### config.mk
export PLATFORM = sky130hd
export DESIGN_NAME = msi_irq_gen
export DESIGN_NICKNAME = d
export VERILOG_FILES = /design/src/rtl/msi_irq_pkg.sv /design/src/rtl/msi_pend_arb.sv /design/src/rtl/msi_msg_fmt.sv /design/src/rtl/msi_wr_seq.sv /design/src/rtl/msi_irq_gen.sv
export SDC_FILE = /design/constraint.sdc
export NUM_CORES = 1
export LEC_CHECK = 0
export ABC_AREA = 0
export ABC_CLOCK_PERIOD_IN_PS = 2500
export BUFFER_PORTS_ARGS = -buffer_cell sky130_fd_sc_hd__buf_4
export CELL_PAD_IN_SITES_DETAIL_PLACEMENT = 1
export CELL_PAD_IN_SITES_GLOBAL_PLACEMENT = 1
export CORE_MARGIN = 2
export CORE_UTILIZATION = 35
export CTS_CLUSTER_SIZE = 24
export DETAILED_ROUTE_END_ITERATION = 7
export PLACE_DENSITY_LB_ADDON = 0.1
export SYNTH_ARGS = -nofsm -noshare
export SYNTH_HDL_FRONTEND = slang
export SYNTH_SLANG_ARGS = --single-unit
### constraint.sdc
create_clock -name clk -period 2.5 [get_ports clk]
set_input_delay 0.375 -clock clk [delete_from_list [all_inputs] [get_ports clk]]
set_output_delay 0.375 -clock clk [all_outputs]
set_load 0.1 [all_outputs]
### src/rtl/msi_irq_pkg.sv
package msi_irq_pkg;
   localparam int VEC_W   = 5;   // an MSI function can address up to 32 vectors
   localparam int MSG_W   = 16;  // message data width
   localparam int LOG_MAX = 5;   // largest legal log2 vector count

   typedef enum logic {SEQ_IDLE, SEQ_BUSY} seq_state_t;

   // reserved field codes clamp to the largest legal count
   function automatic logic [2:0] eff_log2(input logic [2:0] mme);
      return (mme > 3'(LOG_MAX)) ? 3'(LOG_MAX) : mme;
   endfunction

   // map a request line onto a granted vector; over-requests land on the top one
   function automatic logic [VEC_W-1:0] fold_vec(input logic [VEC_W-1:0] line,
                                                 input logic [2:0] mme);
      logic [VEC_W:0] cnt;
      cnt = (VEC_W+1)'(1) << eff_log2(mme);
      if ({1'b0, line} >= cnt) return VEC_W'(cnt - 1'b1);
      return line;
   endfunction
endpackage

### src/rtl/msi_pend_arb.sv
module msi_pend_arb
   import msi_irq_pkg::*;
#(
   parameter int REQ_W = 8
) (
   input  logic             clk,
   input  logic             rst_n,
   input  logic [REQ_W-1:0] req_set,
   input  logic [REQ_W-1:0] req_clr,
   input  logic             done,
   input  logic [VEC_W-1:0] done_vec,
   input  logic [2:0]       mme,
   output logic             any_pend,
   output logic [REQ_W-1:0] pend,
   output logic [VEC_W-1:0] grant_vec
);
   logic [REQ_W-1:0] fold_hit;
   logic [VEC_W-1:0] grant_line;

   // lines that share the vector just delivered
   for (genvar j = 0; j < REQ_W; j++) begin : g_hit
      assign fold_hit[j] = done && (fold_vec(VEC_W'(j), mme) == done_vec);
   end

   always_ff @(posedge clk or negedge rst_n) begin
      if (!rst_n) pend <= '0;
      else        pend <= (pend & ~(fold_hit | req_clr)) | req_set;
   end

   // fixed priority, line 0 first
   always_comb begin
      grant_line = '0;
      for (int i = REQ_W - 1; i >= 0; i--) begin
         if (pend[i]) grant_line = VEC_W'(i);
      end
   end

   assign any_pend  = |pend;
   assign grant_vec = fold_vec(grant_line, mme);
endmodule

### src/rtl/msi_msg_fmt.sv
module msi_msg_fmt
   import msi_irq_pkg::*;
#(
   parameter bit ADDR64_EN = 1'b1
) (
   input  logic [VEC_W-1:0] vec,
   input  logic [2:0]       mme,
   input  logic [MSG_W-1:0] base_data,
   input  logic [31:0]      addr_lo,
   input  logic [31:0]      addr_hi,
   output logic [MSG_W-1:0] msg_data,
   output logic [63:0]      addr,
   output logic             addr64
);
   logic [MSG_W-1:0] low_mask;

   assign low_mask = MSG_W'(((MSG_W+1)'(1) << eff_log2(mme)) - 1'b1);
   assign msg_data = (base_data & ~low_mask) | (MSG_W'(vec) & low_mask);

   if (ADDR64_EN) begin : g_addr64
      assign addr64 = |addr_hi;
      assign addr   = addr64 ? {addr_hi, addr_lo} : {32'h0, addr_lo};
   end else begin : g_addr32
      logic unused_hi;
      assign unused_hi = ^addr_hi;
      assign addr64    = 1'b0 & unused_hi;
      assign addr      = {32'h0, addr_lo};
   end
endmodule

### src/rtl/msi_wr_seq.sv
module msi_wr_seq
   import msi_irq_pkg::*;
(
   input  logic             clk,
   input  logic             rst_n,
   input  logic             msi_en,
   input  logic             any_pend,
   input  logic [VEC_W-1:0] grant_vec,
   input  logic [MSG_W-1:0] msg_data,
   input  logic [63:0]      addr,
   input  logic             addr64,
   input  logic             waitreq,
   output logic             write,
   output logic [63:0]      wr_addr,
   output logic             wr_addr64,
   output logic [31:0]      wr_data,
   output logic [3:0]       wr_be,
   output logic             done,
   output logic [VEC_W-1:0] held_vec
);
   seq_state_t state;

   always_ff @(posedge clk or negedge rst_n) begin
      if (!rst_n) begin
         state     <= SEQ_IDLE;
         wr_addr   <= '0;
         wr_addr64 <= 1'b0;
         wr_data   <= '0;
         held_vec  <= '0;
      end else begin
         unique case (state)
            SEQ_IDLE: if (msi_en && any_pend) begin
               state     <= SEQ_BUSY;
               wr_addr   <= addr;
               wr_addr64 <= addr64;
               wr_data   <= {{(32-MSG_W){1'b0}}, msg_data};
               held_vec  <= grant_vec;
            end
            SEQ_BUSY: if (!waitreq) state <= SEQ_IDLE;
            default:  state <= SEQ_IDLE;
         endcase
      end
   end

   assign write = (state == SEQ_BUSY);
   assign done  = write && !waitreq;
   assign wr_be = 4'b0011;
endmodule

### src/rtl/msi_irq_gen.sv
module msi_irq_gen
   import msi_irq_pkg::*;
#(
   parameter int REQ_W     = 8,
   parameter bit ADDR64_EN = 1'b1
) (
   input  logic             clk,
   input  logic             rst_n,
   input  logic [REQ_W-1:0] irq_req_i,
   input  logic [REQ_W-1:0] irq_clr_i,
   input  logic             cfg_msi_en_i,
   input  logic [2:0]       cfg_mme_i,
   input  logic [31:0]      cfg_addr_lo_i,
   input  logic [31:0]      cfg_addr_hi_i,
   input  logic [15:0]      cfg_data_i,
   output logic [63:0]      avm_address_o,
   output logic             avm_addr64_o,
   output logic             avm_write_o,
   output logic [31:0]      avm_writedata_o,
   output logic [3:0]       avm_byteenable_o,
   input  logic             avm_waitrequest_i,
   output logic             intx_o
);
   if (REQ_W < 1 || REQ_W > (1 << VEC_W)) begin : g_bad_req_w
      $error("msi_irq_gen: REQ_W must lie in 1..32");
   end

   logic             any_pend, done;
   logic [REQ_W-1:0] pend;
   logic [VEC_W-1:0] grant_vec, held_vec;
   logic [MSG_W-1:0] msg_data;
   logic [63:0]      addr;
   logic             addr64;

   msi_pend_arb #(.REQ_W(REQ_W)) u_arb (
      .clk(clk), .rst_n(rst_n), .req_set(irq_req_i), .req_clr(irq_clr_i),
      .done(done), .done_vec(held_vec), .mme(cfg_mme_i),
      .any_pend(any_pend), .pend(pend), .grant_vec(grant_vec));

   msi_msg_fmt #(.ADDR64_EN(ADDR64_EN)) u_fmt (
      .vec(grant_vec), .mme(cfg_mme_i), .base_data(cfg_data_i),
      .addr_lo(cfg_addr_lo_i), .addr_hi(cfg_addr_hi_i),
      .msg_data(msg_data), .addr(addr), .addr64(addr64));

   msi_wr_seq u_seq (
      .clk(clk), .rst_n(rst_n), .msi_en(cfg_msi_en_i), .any_pend(any_pend),
      .grant_vec(grant_vec), .msg_data(msg_data), .addr(addr), .addr64(addr64),
      .waitreq(avm_waitrequest_i), .write(avm_write_o), .wr_addr(avm_address_o),
      .wr_addr64(avm_addr64_o), .wr_data(avm_writedata_o), .wr_be(avm_byteenable_o),
      .done(done), .held_vec(held_vec));

   assign intx_o = !cfg_msi_en_i && (|pend);
endmodule

=== Word-level counts from Yosys, hierarchy flattened ===
Cells that the tools add are included.

* Flip-flop bits (word level): 95
* Input bits: 103
* Logic and storage cells: 93

* $add $sub $neg: 2
* Magnitude comparators: 10
* Equal/unequal tests: 8
* Shift operators: 2
* Mux-type cells: 40
* Bitwise logic cells: 9
* Reduce and logical (&&, ||, !) cells: 16

{| class="wikitable"
|+ Operators with widths
! cell !! count
|-
| 2-to-1 mux 5 bit || 18
|-
| 2-to-1 mux 64 bit || 1
|-
| == test 5 bit || 8
|-
| OR reduction 32 bit || 1
|-
| 2-to-1 mux 3 bit || 9
|-
| greater-or-equal comparator 3 x 6 -> 1 bit, first input constant || 4
|-
| AND 16 bit || 1
|-
| AND 5 x 16 -> 16 bit || 1
|-
| NOT 16 bit || 1
|-
| OR 16 bit || 1
|-
| OR 8 bit || 2
|-
| left shift 1 x 3 -> 16 bit, first input constant || 1
|-
| subtractor 16 x 1 -> 16 bit, second input constant || 1
|-
| greater-or-equal comparator 1 x 6 -> 1 bit, first input constant || 2
|-
| greater-or-equal comparator 2 x 6 -> 1 bit, first input constant || 2
|-
| logical AND 1 bit || 11
|-
| 2-to-1 mux 1 bit || 11
|-
| AND 8 bit || 1
|-
| NOT 8 bit || 1
|-
| OR reduction 8 bit || 1
|-
| greater-or-equal comparator 3 x 6 -> 1 bit || 1
|-
| left shift 1 x 3 -> 6 bit, first input constant || 1
|-
| subtractor 5 x 1 -> 5 bit, second input constant || 1
|-
| > comparator 3 bit, second input constant || 1
|-
| 4 further kinds || 5
|}

=== Longest topological paths before layout ===
* Depth in word-level cells: 13
* Mapped depth: 9

=== By module ===
A second synthesis with hierarchy kept.

* Cell total of the unflattened synthesis: 480
* Area total of the unflattened synthesis: 5346.4 um^2

{| class="wikitable"
|+ By module, submodules not included
! module !! instances !! cells each !! area an instance (um^2)
|-
| msi_wr_seq || 1 || 208 || 3515.9
|-
| msi_pend_arb || 1 || 168 || 1188.6
|-
| msi_msg_fmt || 1 || 101 || 624.3
|-
| msi_irq_gen || 1 || 3 || 17.5
|}

=== Least setup slack after synthesis ===
Ideal clock, no wire load.

* Path kind: register -> register
* From: reg u_seq.state, in the netlist u_seq.write
* To: reg u_arb.pend[4]
* Setup time: 0.120 ns
* Arrival time: 2.105 ns
* Required time: 2.380 ns
* Setup slack: 0.274 ns
* Cell stages (with the launch flop): 5
* Clock period less this slack: 2.226 ns
* Path through: dfrtp_1 > or4b_2 > nor2_1 > nand3_1 > a31o_2

* Word-level cells in the longest chain between the ends: 6

{| class="wikitable"
|+ Ends and longest elaborated chain
! item !! RTL line !! text
|-
| start, declared || msi_wr_seq.sv:21 || <nowiki>seq_state_t state;</nowiki>
|-
| start signal, assigned || msi_wr_seq.sv:25 || <nowiki>state <= SEQ_IDLE;</nowiki>
|-
| start signal, assigned || msi_wr_seq.sv:33 || <nowiki>state <= SEQ_BUSY;</nowiki>
|-
| start signal, assigned || msi_wr_seq.sv:39 || <nowiki>SEQ_BUSY: if (!waitreq) state <= SEQ_IDLE;</nowiki>
|-
| logical AND 1 bit || msi_wr_seq.sv:46 || <nowiki>assign done = write && !waitreq;</nowiki>
|-
| logical AND 1 bit || msi_pend_arb.sv:22 || <nowiki>assign fold_hit[j] = done && (fold_vec(VEC_W'(j), mme) == done_vec);</nowiki>
|-
| OR 8 bit || msi_pend_arb.sv:27 || <nowiki>else pend <= (pend & ~(fold_hit | req_clr)) | req_set;</nowiki>
|-
| NOT 8 bit || msi_pend_arb.sv:27 ||
|-
| AND 8 bit || msi_pend_arb.sv:27 ||
|-
| OR 8 bit || msi_pend_arb.sv:27 ||
|-
| end signal, assigned || msi_pend_arb.sv:27 ||
|-
| end, declared || msi_pend_arb.sv:14 || <nowiki>output logic [REQ_W-1:0] pend,</nowiki>
|}

No other way between the ends.
A chain may end at the register's enable or synchronous reset.

=== Worst setup path in the final report ===
* From: reg u_arb.pend[3]
* To: out intx_o

* Word-level cells in the longest chain between the ends: 2

{| class="wikitable"
|+ Ends and longest elaborated chain
! item !! RTL line !! text
|-
| OR reduction 8 bit || msi_irq_gen.sv:52 || <nowiki>assign intx_o = !cfg_msi_en_i && (|pend);</nowiki>
|-
| logical AND 1 bit || msi_irq_gen.sv:52 ||
|-
| end, declared || msi_irq_gen.sv:22 || <nowiki>output logic intx_o</nowiki>
|}

No other way between the ends.

==> results.md <==
- Global-route usage over all layers: 0.176
- DR iter-0 viols: 68
- Crit path kind: flop to output port
- Antenna violations before repair: 0
- Synth warn: 0
- Post-synthesis sequential area ratio: 0.559
- Setup violators final: 0
- Run status: finished clean
- Fin. max-slew vios: 0
- Port Buffers: around 190
- Area of the multi-input gates: 0.00168 mm²
- Core area: 0.0119 mm²
- Row count: 40
- Die width: 114 µm
- CTS tree: yes
- Hold Crit Class: primary input to asynchronous set/reset pin
- Via Count: around 3200
- Clk slew on worst S/H paths: 0.07 ns
- Post_cts resized: 0
- Worst VDD drop: 0.552 mV
- Full die area: 0.0130 mm²
- TritonCTS Sinks: between 90 and 100
- Crit path arrival time: 1.97 ns
- Fillcell total: 1293
- CTS Buffer Depth: 2
- Worst EP required: between 2 and 2.5 ns
- FFs w/ async S/R, synth: 1.00
- Detailed Routing Iterations Pass 1: 4
- Starting Density: 0.357
- Crit path time final: 2.34 ns
- Reg2reg start: u_arb.pend[5]$_DFF_PN0_
- Slew HR: 0.660
- # diodes: 0
- Leak: 2.85 nW
- Clock Skew: 0.00829 ns
- # H-tree levels: 3
- Placed instance area: 0.00575 mm²
- Commonest non-fill, non-tap cell in the layout: buf_4
- DRT antenna net count: 0
- Share of cells above drive strength 1: 0.560
- Largest net degree at the start of global routing: 60
- CP endpoint kind: output port
- Mapped Cells: 334
- Final hold viol count: 0
- Slew @ Worst Pin: 0.510 ns
- RSZ-0062 raised after global routing: no
- Worst skew pair latency: approximately 0.34 ns
- Total CTS buffers: 9
- Most common flop cell mapped by yosys: dfrtp_1
- Post-route clock period utilization: 0.937
- Gr ovfl total: 0
- Post-layout util: 0.508
- Final worst slack: approximately 0.16 ns
- Mapped Area: between 0.004 and 0.005 mm²
- FF/Latch Area: 0.00238 mm²
- Worst R2R End: u_seq.held_vec[1]$_DFFE_PN0P_
- Path depth of the worst reg2reg path: 8
- Vias/cell: ~4.8
- Post-synth EDFFs: 0
- PwrDens: 1160 mW/mm²
- Syn Area/Cell: approximately 13 µm²
- Number of remaining DRC errors: 0
- # IOs: 206
- Reg2Reg Setup Slack: 0.25 ns
- Setup repair bufs after CTS: 0
- #FFs+latches synth: 95
- Setup TNS: 0 ns
- Final WL: 11.0 mm
- Drt wl/cell: 16.3 µm
- Max Cap Viol: 0
- Layout net count: 629
- CP Launch Type: flop
- Vias in the first global route: around 3500
- Design Area, Final: 0.00605 mm²
- Critical path peak fanout: 4
- Netlist cell types: 42
- Die Y: roughly 110 µm
- Cts hold-fix bufs: 0
- Most frequent cells in the layout: buf_4, dfrtp_1, mux2_2, conb_1, nor2_1
- Maximum operating frequency: 0.427 GHz
- Detail Placement HPWL: 8.44 mm
- Clock root buffer: clkbuf_16
- Pre-CTS setup slack: between 0.2 and 0.25 ns
- Pwr Total: 7.00 mW
- Global-route wire length before repair: 17.7 mm
- Area Overhead vs Synth: 42.3%
- Global placer's final weighted congestion: about 0.84
[power by group]
part / total, mW / internal (mW) / switching (mW)
Clock: 1.38 / 0.797 / 0.584
Sequential: 2.05 / 1.85 / 0.199
Combinational: 3.58 / 0.810 / 2.77
[state kept, by name (all words and copies together), names as in the netlist]
| name | flops |
|---|---|
| u_seq.write | 1 |
| u_seq.wr_addr | 64 |
| u_seq.wr_data | 16 |
| u_arb.pend | 8 |
| u_seq.wr_addr64 | 1 |
| u_seq.held_vec | 5 |
[worst max-delay path, cell delays in order (launching register included)]
cell and delay, ns:
dfrtp_1 0.41, or4_4 0.57, nor4b_4 0.33, nor2_1 0.08
buf_4 0.24
[how the worst max path moves through the flow]
stage | startpoint | endpoint | slack, ns
finish | u_arb.pend[3]$_DFF_PN0_ | intx_o | 0.16
global route | u_arb.pend[3]$_DFF_PN0_ | u_seq.held_vec[1]$_DFFE_PN0P_ | 0.08
CTS | u_arb.pend[3]$_DFF_PN0_ | intx_o | 0.15
detailed placement | u_arb.pend[5]$_DFF_PN0_ | u_seq.held_vec[1]$_DFFE_PN0P_ | 0.21
global placement | cfg_mme_i[1] | u_seq.held_vec[1]$_DFFE_PN0P_ | 0.24
floorplan | u_seq.write$_DFF_PN0_ | u_arb.pend[4]$_DFF_PN0_ | 0.27
[synthesized netlist by cell type, types with 3 or more instances]
cell type  count  area share
nor3_1         4      0.0047
dfrtp_1       95        0.56
o22ai_1        3      0.0044
nand3b_1       3      0.0053
inv_1         14       0.012
a21oi_1        5      0.0059
nand2_1        9      0.0079
clkbuf_1       7      0.0062
o21ai_0       11       0.013
nor4_1        10       0.015
mux2_4         7       0.025
nand2b_1       6      0.0088
ha_1           3      0.0088
nor3b_1        3      0.0053
mux2_2        67        0.18
a31oi_1        3      0.0044
nand3_1        4      0.0047
nor2_1        17       0.015
a31o_2         6       0.012
buf_4         20       0.035
buf_2          6      0.0071
xnor2_1        4      0.0082
[layout make-up]
type,count,area share
Sequential cell,95,0.393
Timing Repair Buffer,193,0.242
Clock buffer,10,0.0395
Tap cell,147,0.0304
Clock inverter,5,0.00972
Multi-Input combinational cell,210,0.277
Inverter,14,0.00869
[kinds of logic (layout without fill, tap and decap cells)]
kind of cell | after synthesis | in the layout | synth area share
flops | 95 | 95 | 0.559
mux | 74 | 74 | 0.202
simple gates | 67 | 67 | 0.0901
buf+inv | 49 | 222 | 0.0663
compound gates | 38 | 38 | 0.0589
xor+xnor | 6 | 6 | 0.0124
fa+ha+maj | 3 | 3 | 0.00883
other cells | 2 | 22 | 0.00177
[routing by layer]
layer	part of all wire	wire length, µm	up-vias	track usage
met5	0	0	-	0
met4	0.020	216	0	0.0740
met3	0.090	990	14	0.0683
met2	0.50	5450	117	0.286
met1	0.40	4350	1583	0.208
li1	-	-	1505	-
[stage by stage]
step,instances,hold slack [ns]
4_1_cts,674,0.0193
3_5_place_dp,659,0.395
2_1_floorplan,354,0.0794
5_1_grt,674,0.0384
6_report,674,0.00437
3_3_place_gp,659,0.391
No activity file was read; power rests on OpenSTA's default activity.
